--- config.mk ---
export PLATFORM = sky130hd
export DESIGN_NAME = trig_timebase
export DESIGN_NICKNAME = d
export VERILOG_FILES = /design/src/rtl/ttb_pkg.sv /design/src/rtl/ttb_ctrl.sv /design/src/rtl/ttb_datapath.sv /design/src/rtl/trig_timebase.sv
export SDC_FILE = /design/constraint.sdc
export NUM_CORES = 1
export LEC_CHECK = 0
export ABC_AREA = 1
export BUFFER_PORTS_ARGS = -buffer_cell sky130_fd_sc_hd__buf_2
export CORE_ASPECT_RATIO = 1.5
export CORE_MARGIN = 2
export CORE_UTILIZATION = 50
export CTS_BUF_LIST = sky130_fd_sc_hd__clkbuf_2 sky130_fd_sc_hd__clkbuf_4 sky130_fd_sc_hd__clkbuf_8
export CTS_CLUSTER_DIAMETER = 100
export DETAILED_ROUTE_END_ITERATION = 8
export PLACE_DENSITY = 0.73
export SLEW_MARGIN = 20
export SYNTH_ARGS = -nofsm -noshare
export SYNTH_HDL_FRONTEND = slang
export SYNTH_SLANG_ARGS = --single-unit
export TNS_END_PERCENT = 30
--- constraint.sdc ---
create_clock -name clk -period 2.85 [get_ports clk]
set_clock_uncertainty 0.15 [all_clocks]
set_input_delay 0.57 -clock clk [delete_from_list [all_inputs] [get_ports clk]]
set_output_delay 0.57 -clock clk [all_outputs]
set_load 0.02 [all_outputs]
--- src/rtl/ttb_pkg.sv ---
package ttb_pkg;
  localparam int ADDR_W = 3;

  localparam logic [ADDR_W-1:0] ADR_CTRL  = 3'd0;
  localparam logic [ADDR_W-1:0] ADR_MODE  = 3'd1;
  localparam logic [ADDR_W-1:0] ADR_PSC   = 3'd2;
  localparam logic [ADDR_W-1:0] ADR_RLD   = 3'd3;
  localparam logic [ADDR_W-1:0] ADR_CNT   = 3'd4;
  localparam logic [ADDR_W-1:0] ADR_FORCE = 3'd5;
  localparam logic [ADDR_W-1:0] ADR_CMP   = 3'd6;

  typedef enum logic [2:0] {
    MM_RESTART = 3'd0,
    MM_ENABLE  = 3'd1,
    MM_UPDATE  = 3'd2,
    MM_CMPHIT  = 3'd3,
    MM_REF0    = 3'd4,
    MM_REF1    = 3'd5,
    MM_REF2    = 3'd6,
    MM_REF3    = 3'd7
  } trigSrc_t;

  typedef struct packed {
    logic ugStb;
    logic cntWr;
    logic arrWr;
  } ttbStrobe_t;
endpackage

--- src/rtl/ttb_ctrl.sv ---
module ttb_ctrl
  import ttb_pkg::*;
#(
  parameter int DATA_W = 16,
  parameter int PSC_W  = 16
) (
  input  logic              clk,
  input  logic              rstN,
  input  logic              wrEn,
  input  logic [ADDR_W-1:0] wrAddr,
  input  logic [DATA_W-1:0] wrData,
  input  logic [ADDR_W-1:0] rdAddr,
  output logic [DATA_W-1:0] rdData,
  input  logic [DATA_W-1:0] curCount,
  output ttbStrobe_t        stb,
  output logic              runQ,
  output logic              downQ,
  output logic              preloadQ,
  output trigSrc_t          modeQ,
  output logic [PSC_W-1:0]  pscPreQ,
  output logic [DATA_W-1:0] arrPreQ,
  output logic [DATA_W-1:0] cmpQ
);
  localparam int CTRL_BITS = 3;

  always_comb begin
    stb.ugStb = wrEn && (wrAddr == ADR_FORCE) && wrData[0];
    stb.cntWr = wrEn && (wrAddr == ADR_CNT);
    stb.arrWr = wrEn && (wrAddr == ADR_RLD);
  end

  always_ff @(posedge clk) begin
    if (!rstN) begin
      runQ     <= 1'b0;
      downQ    <= 1'b0;
      preloadQ <= 1'b0;
      modeQ    <= MM_RESTART;
      pscPreQ  <= '0;
      arrPreQ  <= '0;
      cmpQ     <= '0;
    end else if (wrEn) begin
      case (wrAddr)
        ADR_CTRL: begin
          runQ     <= wrData[0];
          downQ    <= wrData[1];
          preloadQ <= wrData[2];
        end
        ADR_MODE: modeQ   <= trigSrc_t'(wrData[2:0]);
        ADR_PSC:  pscPreQ <= wrData[PSC_W-1:0];
        ADR_RLD:  arrPreQ <= wrData;
        ADR_CMP:  cmpQ    <= wrData;
        default: ;
      endcase
    end
  end

  always_comb begin
    rdData = '0;
    case (rdAddr)
      ADR_CTRL: rdData = DATA_W'({preloadQ, downQ, runQ});
      ADR_MODE: rdData = DATA_W'(modeQ);
      ADR_PSC:  rdData = DATA_W'(pscPreQ);
      ADR_RLD:  rdData = arrPreQ;
      ADR_CNT:  rdData = curCount;
      ADR_CMP:  rdData = cmpQ;
      default:  rdData = '0;
    endcase
  end

  // a force strobe never coincides with a data-register write
  ug_excl_chk: assert property (@(posedge clk) disable iff (!rstN)
    stb.ugStb |-> !(stb.cntWr || stb.arrWr));

  logic unusedCtrl;
  assign unusedCtrl = ^{CTRL_BITS};
endmodule

--- src/rtl/ttb_datapath.sv ---
module ttb_datapath
  import ttb_pkg::*;
#(
  parameter int DATA_W = 16,
  parameter int PSC_W  = 16
) (
  input  logic              clk,
  input  logic              rstN,
  input  ttbStrobe_t        stb,
  input  logic [DATA_W-1:0] wrData,
  input  logic              cntEn,
  input  logic              downQ,
  input  logic              preloadQ,
  input  trigSrc_t          modeQ,
  input  logic [PSC_W-1:0]  pscPreQ,
  input  logic [DATA_W-1:0] arrPreQ,
  input  logic [DATA_W-1:0] cmpQ,
  input  logic [3:0]        cmpRef,
  output logic [DATA_W-1:0] count,
  output logic              updateEvt,
  output logic              trgo
);
  logic [PSC_W-1:0]  pscCnt, pscAct;
  logic [DATA_W-1:0] arrAct, nextCnt;
  logic tick, wrapHit, updEvt, cmpHit, trgoNext;

  always_comb begin
    tick    = cntEn && (pscCnt == pscAct);
    wrapHit = tick && (downQ ? (count == '0) : (count == arrAct));
    updEvt  = stb.ugStb || wrapHit;
    if (downQ) nextCnt = (count == '0) ? arrAct : count - 1'b1;
    else       nextCnt = (count == arrAct) ? '0 : count + 1'b1;
    cmpHit  = tick && !stb.cntWr && !stb.ugStb && (nextCnt == cmpQ);
  end

  // Prescaler: committed limit changes only at update events
  always_ff @(posedge clk) begin
    if (!rstN) begin
      pscCnt <= '0;
      pscAct <= '0;
    end else begin
      if (updEvt) pscAct <= pscPreQ;
      if (stb.ugStb)  pscCnt <= '0;
      else if (cntEn) pscCnt <= tick ? '0 : pscCnt + 1'b1;
    end
  end

  // Reload limit: direct write when unbuffered, else commit on update
  always_ff @(posedge clk) begin
    if (!rstN)                         arrAct <= '0;
    else if (stb.arrWr && !preloadQ)   arrAct <= wrData;
    else if (updEvt)                   arrAct <= arrPreQ;
  end

  always_ff @(posedge clk) begin
    if (!rstN)          count <= '0;
    else if (stb.ugStb) count <= downQ ? arrPreQ : '0;
    else if (stb.cntWr) count <= wrData;
    else if (tick)      count <= nextCnt;
  end

  always_comb begin
    case (modeQ)
      MM_RESTART: trgoNext = stb.ugStb;
      MM_ENABLE:  trgoNext = cntEn;
      MM_UPDATE:  trgoNext = updEvt;
      MM_CMPHIT:  trgoNext = cmpHit;
      default:    trgoNext = cmpRef[modeQ[1:0]];
    endcase
  end

  always_ff @(posedge clk) begin
    if (!rstN) begin
      updateEvt <= 1'b0;
      trgo      <= 1'b0;
    end else begin
      updateEvt <= updEvt;
      trgo      <= trgoNext;
    end
  end


  psc_bound_chk: assert property (@(posedge clk) disable iff (!rstN)
    pscCnt <= pscAct);


  hold_chk: assert property (@(posedge clk) disable iff (!rstN)
    (!cntEn && !stb.ugStb && !stb.cntWr) |=> $stable(count));


  preload_hold_chk: assert property (@(posedge clk) disable iff (!rstN)
    (preloadQ && !updEvt) |=> $stable(arrAct));


  ug_clear_chk: assert property (@(posedge clk) disable iff (!rstN)
    stb.ugStb |=> (pscCnt == '0) && updateEvt);


  up_wrap_chk: assert property (@(posedge clk) disable iff (!rstN)
    (tick && !downQ && (count == arrAct) && !stb.cntWr && !stb.ugStb)
      |=> (count == '0) && updateEvt);


  upd_trgo_chk: assert property (@(posedge clk) disable iff (!rstN)
    (modeQ == MM_UPDATE && updEvt) |=> trgo);
endmodule

--- src/rtl/trig_timebase.sv ---
module trig_timebase
  import ttb_pkg::*;
#(
  parameter int DATA_W = 16,
  parameter int PSC_W  = 16
) (
  input  logic              clk,
  input  logic              rstN,
  input  logic              wrEn,
  input  logic [2:0]        wrAddr,
  input  logic [DATA_W-1:0] wrData,
  input  logic [2:0]        rdAddr,
  output logic [DATA_W-1:0] rdData,
  input  logic              cntEnIn,
  input  logic [3:0]        cmpRef,
  output logic              updateEvt,
  output logic              trgo
);
  ttbStrobe_t        stb;
  logic              runQ, downQ, preloadQ;
  trigSrc_t          modeQ;
  logic [PSC_W-1:0]  pscPreQ;
  logic [DATA_W-1:0] arrPreQ, cmpQ, count;
  logic              cntEn;

  assign cntEn = runQ && cntEnIn;

  ttb_ctrl #(.DATA_W(DATA_W), .PSC_W(PSC_W)) uCtrl (
    .clk(clk), .rstN(rstN), .wrEn(wrEn), .wrAddr(wrAddr), .wrData(wrData),
    .rdAddr(rdAddr), .rdData(rdData), .curCount(count), .stb(stb),
    .runQ(runQ), .downQ(downQ), .preloadQ(preloadQ), .modeQ(modeQ),
    .pscPreQ(pscPreQ), .arrPreQ(arrPreQ), .cmpQ(cmpQ)
  );

  ttb_datapath #(.DATA_W(DATA_W), .PSC_W(PSC_W)) uData (
    .clk(clk), .rstN(rstN), .stb(stb), .wrData(wrData), .cntEn(cntEn),
    .downQ(downQ), .preloadQ(preloadQ), .modeQ(modeQ), .pscPreQ(pscPreQ),
    .arrPreQ(arrPreQ), .cmpQ(cmpQ), .cmpRef(cmpRef), .count(count),
    .updateEvt(updateEvt), .trgo(trgo)
  );
endmodule

==> metrics.txt <==
top_reg_cell synth=dfxtp_1; mux cell area share after synthesis=0%; Post-Synth Simple-Gate Area=30.8%; NetSw=0.00143 W; Gate power share=20.0%; Syn Inst Count=1160; Compound-Gate Fraction of Synth Area=between 20% and 30%; DR top layer=met4; Slew Viols, Final=0; largest net degree at the start of global routing=87; Synth Area in XOR/XNOR=3.65%; routed wl met2=between 10000 and 15000 µm; FF-to-FF path depth=16; quantity of I/O buffers inserted on ports=47; minimum hold slack=0.289 ns; worst setup path category=flop to flop; most frequent cells after synthesis=278 x nand2_1, 142 x inv_1, 120 x dfxtp_1; Tightest Pin Transition=0.743 ns; status=completed; syn_nets=1193; Leakage=3.60 nW; area of the multi-input gates=4170 µm²; Worst EP arrival=2.85 ns; VDD IR max=0.000291 V; Rel. slew slack=50.5%; fillcell total=1437; cts-stage hold buffer count=0; main combinational cell family by area after synthesis=simple AND/OR/NAND/NOR gates; crit-path most repeated cell=nand2_1; CORE AREA=14500 µm²; cell taking the most area after synthesis=dfxtp_1; TritonCTS Buffers=17; synthesis-stage register bit count=120; cell breakdown of the critical path=inv_2 -> ha_2 -> nand2_2 -> nor2_4 -> nand2_2 -> nor2_1 -> o21ai_0 -> nand4_1 -> nand2_1 -> nor2_1 -> nand2_1 -> nor2_2 -> nand4_1 -> nand3_1 -> nand2_1 -> inv_1; WP buf/inv=2; top cell type's share of synthesized area=roughly 32%; sequential area share after synthesis=32.3%; slowest cell delay on critical path=~0.37 ns; met3 WL=1650 µm; Internal=0.00298 W; fin crit share=91.3%; Sequential Power Share=~41%; Final setup viols=0; Worst Hold Class=input port to flop; Area contributors post-synth=dfxtp_1 32%, nand2_1 14%, o21ai_0 7.4%; RePlAce Congestion=1.04; Netlist cell types=41; number of flops mapped to enable cells by yosys=0; htree depth=4; CP Launch Type=flop; initial drt markers=663; Post-synth ARST share=0%; max cap viols=0; via count=around 8k; global-route wire length before repair=37700 µm; top-count cell post-synth=nand2_1; # rows=54; FMAX=384 MHz; Crit. End Element=flop; Syn Area/Cell=between 6 and 7 µm²; register area=about 2400 µm²; post-DP HPWL=16800 µm; mapped cell area=7440 µm²; fin area=8350 µm²; CTS tree=done; Clock Power Share=39.5%; I/O pin total=between 40 and 50; adder-cell share of the synthesized area=0.505%; initial antenna violation count=0; minimum clock period=2.60 ns; Synth warnings=0; global-route usage over all layers=roughly 30%; layout cell share with drive strength beyond 1=a little over an eighth; die span in y=about 150 µm; fin nets=1233; clock transition at the registers of the reported paths=0.08 ns; wire per inst=16.5 µm; CTS Sinks=120; met1 WL=9390 µm; DRC=0; final core utilization=57.5%; clk buf depth=2; Antenna diodes=0; latest clock arrival within the worst-skew pair=0.46 ns; final wirelength=23200 µm; Area growth, synth to finish=12.3%; antenna viol nets, final=0; Initial Util=between 50 and 60%; Fin. Hold Viols=0; vias in the first global route=slightly above 7k; CP Depth=16; CTS root buffer=clkbuf_8; placed inst area=7900 µm²; Max FO, Critical Path=8; GRT overflow=0; routed vias/inst=5.58; Die W=104 µm; hold path cells=3; Pwr per Cell Area=roughly 530 nW/µm²; CP Data Required Time=3.09 ns; sw frac=32.4%; Crit-path slowest cell=dfxtp_2; die footprint=about 16000 µm²; DR pass1 iterations=6; Top delay family on crit path=simple AND/OR/NAND/NOR gates
==> worst paths after layout <==
path | to | from | slack, ns
max | uData.trgo | uData.count[0] | 0.25
min reg2reg | uData.pscAct[4] | uCtrl.pscPreQ[4] | 0.32
max reg2reg | uData.trgo | uData.count[0] | 0.25
min | uCtrl.pscPreQ[11] | wrData[11] | 0.29
==> routing by layer <==
metal  vias to the layer above  GRT usage, %
met5                         -             0
met4                         0          13.9
met3                        89          5.03
met2                       325          51.2
met1                      3549          36.3
li1                       3900             -
==> worst reg2reg max path, delay by kind of cell (launching register included) <==
family          cells  cell delay, ns
fa+ha+maj           1            0.24
compound gates      1            0.12
simple gates       12            1.48
buf+inv             2            0.18
flops               1            0.37
==> power by group through the flow <==
| stage | clock (W) | combinational (W) | sequential (W) |
|---|---|---|---|
| floorplan | 0 | 0.000647 | 0.00179 |
| detailed placement | 0 | 0.000857 | 0.00182 |
| global placement | 0 | 0.000854 | 0.00182 |
| finish | 0.00174 | 0.000881 | 0.00179 |
| CTS | 0.00176 | 0.000861 | 0.00178 |
| global route | 0.00183 | 0.000970 | 0.00179 |
==> through the flow <==
stage | instances | power (W) | setup slack, ns | TNS (ns)
after floorplan | 1160 | 0.00244 | 0.642 | 0
after global placement | 1377 | 0.00268 | 0.184 | 0
after detailed placement | 1377 | 0.00268 | 0.202 | 0
after CTS | 1409 | 0.00440 | 0.147 | 0
after global routing | 1409 | 0.00460 | -0.0101 | -0.0101
final | 1409 | 0.00441 | 0.247 | 0
==> cell usage in the layout, fill, tap and decap left out, drive strengths merged <==
cell type,count
nand2,284
inv,159
dfxtp,120
o21ai,113
nor2,99
a21oi,94
buf,80
nand3,79
xor2,26
o211ai,19
clkbuf,18
nand4,17
o22ai,16
a31oi,16
o221ai,15
nor3,14
clkinv,10
nor4,7
xnor2,5
bufinv,4
nor3b,4
ha,3
and3,2
a211o,2
a211oi,2
or2,2
o21a,1
nand3b,1
nand2b,1
==> kinds of logic (layout without fill, tap and decap cells) <==
| logic type | after synthesis | in the layout |
|---|---|---|
| buf+inv | 218 | 271 |
| xor+xnor | 31 | 31 |
| flops | 120 | 120 |
| simple gates | 510 | 510 |
| compound gates | 278 | 278 |
| fa+ha+maj | 3 | 3 |
==> area by class of cell <==
type,instances,area share [%]
clock buffers,18,2.89
flip-flops and latches,120,28.8
well taps,196,2.94
clock inverters,14,2.35
multi-input cells,822,49.9
inverters,159,7.15
repair buffers,80,5.94
==> flip-flops by register name, indices dropped and copies added, names as in the netlist <==
signal / count
uData.count: 16
uCtrl.arrPreQ: 16
uCtrl.downQ: 1
uData.trgo: 1
uData.pscCnt: 16
uCtrl.preloadQ: 1
uCtrl.cmpQ: 16
uData.arrAct: 16
uCtrl.runQ: 1
uData.pscAct: 16
uCtrl.pscPreQ: 16
uCtrl.modeQ: 3
uData.updateEvt: 1
==> timing repair <==
action                                  CTS  global route
buffers inserted                          0             0
resized for setup                         0             5
endpoints found under the setup margin    0             1
Power figures use the tool's default switching activity.
